$ cat src/rtl/irq_pin_cond.sv
module irq_pin_cond #(
  parameter int SYNC_STAGES = 2,
  parameter int DATA_W      = 8,
  parameter int SENSE_BIT   = 7,
  parameter int ENABLE_BIT  = 6,
  parameter logic [1:0] MODE_SPECIAL = 2'b10
) (
  input  logic              clk,
  input  logic              rst_n,
  input  logic              irq_pin_n,
  input  logic [1:0]        mode,
  input  logic              reg_wr,
  input  logic [DATA_W-1:0] reg_wdata,
  output logic [DATA_W-1:0] reg_rdata,
  input  logic              svc_ack,
  output logic              irq_req
);

  logic [SYNC_STAGES-1:0] chain;
  logic                   prev;
  logic                   sense, en, pend, locked;

  wire pin_s   = chain[SYNC_STAGES-1];
  wire fall    = prev & ~pin_s;
  wire special = (mode == MODE_SPECIAL);
  wire sense_w = reg_wr & (special | ~locked);

  always_ff @(posedge clk or negedge rst_n)
    if (!rst_n) begin
      chain <= '1;
      prev  <= 1'b1;
    end else begin
      chain <= {chain[SYNC_STAGES-2:0], irq_pin_n};
      prev  <= pin_s;
    end

  always_ff @(posedge clk or negedge rst_n)
    if (!rst_n) begin
      sense  <= 1'b0;
      en     <= 1'b1;
      locked <= 1'b0;
    end else if (reg_wr) begin
      en <= reg_wdata[ENABLE_BIT];
      if (sense_w) sense <= reg_wdata[SENSE_BIT];
      if (!special) locked <= 1'b1;
    end

  always_ff @(posedge clk or negedge rst_n)
    if (!rst_n)              pend <= 1'b0;
    else if (sense && fall)  pend <= 1'b1;
    else if (svc_ack)        pend <= 1'b0;

  always_comb begin
    reg_rdata = '0;
    reg_rdata[SENSE_BIT]  = sense;
    reg_rdata[ENABLE_BIT] = en;
  end

  assign irq_req = en & (sense ? pend : ~pin_s);

  assert_edge_sets_R3: assert property (@(posedge clk) disable iff (!rst_n)
    (sense && fall) |=> pend);
  assert_pend_holds_R4: assert property (@(posedge clk) disable iff (!rst_n)
    (pend && !svc_ack) |=> pend);
  assert_ack_clears_R7: assert property (@(posedge clk) disable iff (!rst_n)
    (pend && svc_ack && !(sense && fall)) |=> !pend);
  assert_lock_holds_R5: assert property (@(posedge clk) disable iff (!rst_n)
    (locked && !special) |=> $stable(sense));
  assert_enable_free_R2: assert property (@(posedge clk) disable iff (!rst_n)
    reg_wr |=> (reg_rdata[ENABLE_BIT] == $past(reg_wdata[ENABLE_BIT])));
  assert_special_write_R6: assert property (@(posedge clk) disable iff (!rst_n)
    (reg_wr && special) |=> (reg_rdata[SENSE_BIT] == $past(reg_wdata[SENSE_BIT])));
  assert_low_bits_zero_R9: assert property (@(posedge clk) disable iff (!rst_n)
    reg_rdata[5:0] == 6'b0);

endmodule

$ cat config.mk
export PLATFORM = sky130hd
export DESIGN_NAME = irq_pin_cond
export DESIGN_NICKNAME = d
export VERILOG_FILES = /design/src/rtl/irq_pin_cond.sv
export SDC_FILE = /design/constraint.sdc
export NUM_CORES = 1
export LEC_CHECK = 0
export ABC_AREA = 1
export CORE_AREA = 2 2 39 41
export DETAILED_ROUTE_END_ITERATION = 10
export DIE_AREA = 0 0 41 43
export DONT_BUFFER_PORTS = 1
export HOLD_SLACK_MARGIN = 0.1
export PLACE_DENSITY_LB_ADDON = 0.3
export REMOVE_ABC_BUFFERS = 1
export SYNTH_ARGS = -nofsm -noshare
export SYNTH_HDL_FRONTEND = slang
export SYNTH_SLANG_ARGS = --single-unit
$ cat constraint.sdc
create_clock -name clk -period 0.85 [get_ports clk]
set_input_delay 0.2125 -clock clk [delete_from_list [all_inputs] [get_ports clk]]
set_output_delay 0.2125 -clock clk [all_outputs]
set_load 0.05 [all_outputs]
# [Word level (Yosys, flattened, before mapping)]
# Cells that the tools add are included.
[classes] addsub=0 mul=0 n_div=0 magnitude_cmp=0 n_eq_ne=1 shift=0 mux=3 bitwise=7 reduce_logical=4
[op_table] op="$reduce_and A2 Y1" count=2
[op_table] op="$and A1 B1 Y1" count=3
[op_table] op="$mux W1" count=3
[op_table] op="$not A1 Y1" count=3
[op_table] op="$eq A2 B2 Y1 const B" count=1
[op_table] op="$reduce_bool A2 Y1" count=1
[op_table] op="$logic_and A1 B1 Y1" count=1
[op_table] op="$or A1 B1 Y1" count=1
[totals] ff_bits=7 latchBits=0 mem_bits_rw=0 romBits=0 inputBits=15 out_inout_bits=9 elab_cells=21 n_memories=0

# [Logic depth before layout (Yosys ltp)]
[logic_depth] word_depth=4 mapped_depth=6 mapped_depth_nobuf=6

# [Worst setup path before layout]
# OpenSTA, ideal clock, no wires.
[synth_path] path_type="reg2out" from="reg en" to="out irq_req" arrival_time_ns=1.354 required_ns=0.637 path_slack_ns=-0.716 stages_incl_launch_ff=3 n_path_buf=0 cell_sequence="dfstp_2 o21ai_0 a21oi_1"
[synth_between] elab_chain_len=1
[synth_lines] element="start: declaration" line_no="21" rtl="logic sense, en, pend, locked;"
[synth_lines] element="start signal: assignment" line_no="43" rtl="en <= reg_wdata[ENABLE_BIT];"
[synth_lines] element="$and A1 B1 Y1" line_no="59" rtl="assign irq_req = en & (sense ? pend : ~pin_s);"
[synth_lines] element="end: declaration" line_no="16" rtl="output logic irq_req"
# Every way passes these cells.

# [Worst setup path in the final report]
# Ends and elaborated chain as after synthesis.

==> run_results.csv <==
group,metric,value,unit
floorplan,rows,14,
timing,hold_viol_final,0,
drt,initialDrtViolationCount,3,
floorplan,die_area,0.00176,sq mm
clock_tree,clockBufferDepth,2,
worst_setup_path,cp-start-kind,"flop",
drt,drc,0,
timing,holdWs,0.125,ns
layout,layout-drive-gt1-share,42.9,%
floorplan,die_w,41,microns
synth,ys_ff_latch,7,
worst_setup_path,ff2ff_path_depth,4,
worst_setup_path,cp.required,0.64,ns
timing,finalMaxSlewViolations,0,
clock_tree,cts_root_buf,"clkbuf_4",
floorplan,die_h,43,microns
clock_tree,cts_buffers,3,
grt,grt.total_usage,7.72,%
place,gp_congestion,0.564,
grt,overflow,0,
place,dp_slack,-0.326,ns
worst_setup_path,crit_fanout,2,
power_and_ir_drop,cellPowerDensity,2170,mW/mm^2
place,dp_cells,48,
clock_tree,htree_levels,1,
worst_setup_path,cp.arrival,1.18,ns
grt,grt_pass1_wl,772,microns
clock_tree,insertion_delay,0.24,ns
grt,grt_max_degree,8,
layout,most-common-layout-cells,"conb_1, dlygate4sd3_1, nand2_1, dfstp_2",
power_and_ir_drop,ir_drop,0.923,mV
drt,first_pass_iters,4,
synth,synth_cells,31,
floorplan,start_util,23.3,%
clock_tree,clk_pin_slew_worst_paths,0.05,ns
synth,synth_area_leader_cell,"dfstp_2",
clock_tree,cts_sinks,7,
synth,synth_top_area_share,32.6,%
run_status,violations,"setup timing",
timing,period_share,163,%
timing,period_needed,1.39,ns
layout,final_cells,58,
worst_hold_path,whs_path_depth,1,
layout,antenna_cells,0,
synth,synthTopCellsByArea,"dfstp_2, dfrtp_1, buf_4",
drt,via_per_inst,3.72,
drt,drt_wl_total,580,microns
floorplan,pin_count,24,
layout,fin_util,32.3,%
floorplan,core,0.00138,sq mm
synth,synth_cell_types,11,
layout,mostFrequentLayoutCell,"conb_1",
clock_tree,cts_tree,"built",
drt,ant_nets,0,
timing,rsz0062_at_grt,"yes",
grt,antenna_found_initial,0,
timing,finalSetupViolCount,6,
layout,fill_cells,155,
grt,grt_pass1_vias,202,
layout,final_nets,58,
power_and_ir_drop,leakagePower,0.211,nW
worst_hold_path,worstHoldPathType,"primary input to flop",
layout,area_growth,38.4,%
place,post-dp-hpwl,453,microns
timing,finClkSkew,0.000713,ns
drt,vias,216,
run_status,outcome,"complete, but fails checks",
synth,ys.warnings.count,0,
synth,ys_seq_area_share,55.8,%
timing,max_freq,720,MHz
timing,worst_slack,-0.540,ns
worst_setup_path,cp-end-kind,"output port",
job,max_cap_violations,0,
place,io_buffers,0,
drt,wl_per_cell,10.0,microns
worst_setup_path,criticalPathCategory,"flop to output port",
power_and_ir_drop,fin_total_pwr,969,uW
synth,syn_area,323,sq um
synth,syn_avg_cell_area,10.4,sq um
-- worst max-delay path, cell delays in order (launching register included) --
cell,delay (ns)
dfstp_2,0.54
o21ai_1,0.07
a21oi_1,0.12
buf_4,0.21
-- cell families after synthesis --
group	count (synthesis)	share of synthesized area, %
AO/OA/AOI/OAI	4	7.36
buffers and inverters	11	22.1
flip-flops	7	55.8
multiplexers	1	4.65
other	1	1.16
AND/OR/NAND/NOR	7	8.92
-- through the flow --
step	TNS [ns]	cell area, sq um
floorplan	-1.15	282
global placement	-0.640	332
detailed placement	-0.776	332
CTS	-1.32	430
global route	-1.45	447
finish	-1.24	447
-- Yosys cell counts, drive strengths merged --
master	instances
inv	3
dfstp	4
conb	1
buf	8
a21oi	1
nand2	5
mux2	1
dfrtp	3
a21o	1
nand3	2
o21ai	2
-- power by group --
| group | internal [mW] | switching (mW) |
|---|---|---|
| sequential | 0.369 | 0.0137 |
| combinational | 0.106 | 0.190 |
| clock | 0.178 | 0.111 |
-- registers in the layout (all words and copies together) (netlist names) --
name	count
chain	2
en	1
locked	1
pend	1
prev	1
sense	1
-- layout make-up --
| type | instances | area, sq um | area share (%) |
|---|---|---|---|
| Sequential cell | 7 | 180 | 40.3 |
| Inverter | 3 | 11.3 | 2.52 |
| Timing Repair Buffer | 10 | 108 | 24.1 |
| Clock buffer | 4 | 26.3 | 5.88 |
| Tap cell | 16 | 20.0 | 4.48 |
| Multi-Input combinational cell | 18 | 101 | 22.7 |
-- worst paths after layout --
path                       startpoint        to  slack, ns
setup / recovery                   en   irq_req      -0.54
max in group asynchronous       rst_n  chain[0]       0.29
setup reg to reg             chain[1]      pend      -0.06
hold reg to reg              chain[0]  chain[1]       0.35
min in group asynchronous       rst_n      pend       0.29
hold / removal                 reg_wr        en       0.12
-- metal layers --
layer,track usage (%),up-vias,wire (microns)
met1,7.33,95,220
met3,8.38,0,100
met2,10.0,17,260
li1,-,104,-
met5,0,-,0
met4,4.00,0,0
-- repair_timing --
| item | 4_1_cts | 5_1_grt |
|---|---|---|
| hold endpoints to repair | 10 | 1 |
| pin swaps | 1 | 1 |
| gates cloned | 0 | 0 |
| setup buffers | 1 | 0 |
| setup endpoints to repair | 6 | 6 |
| gates resized for setup | 9 | 2 |
| hold buffers | 4 | 1 |
Power figures use the tool's default switching activity.
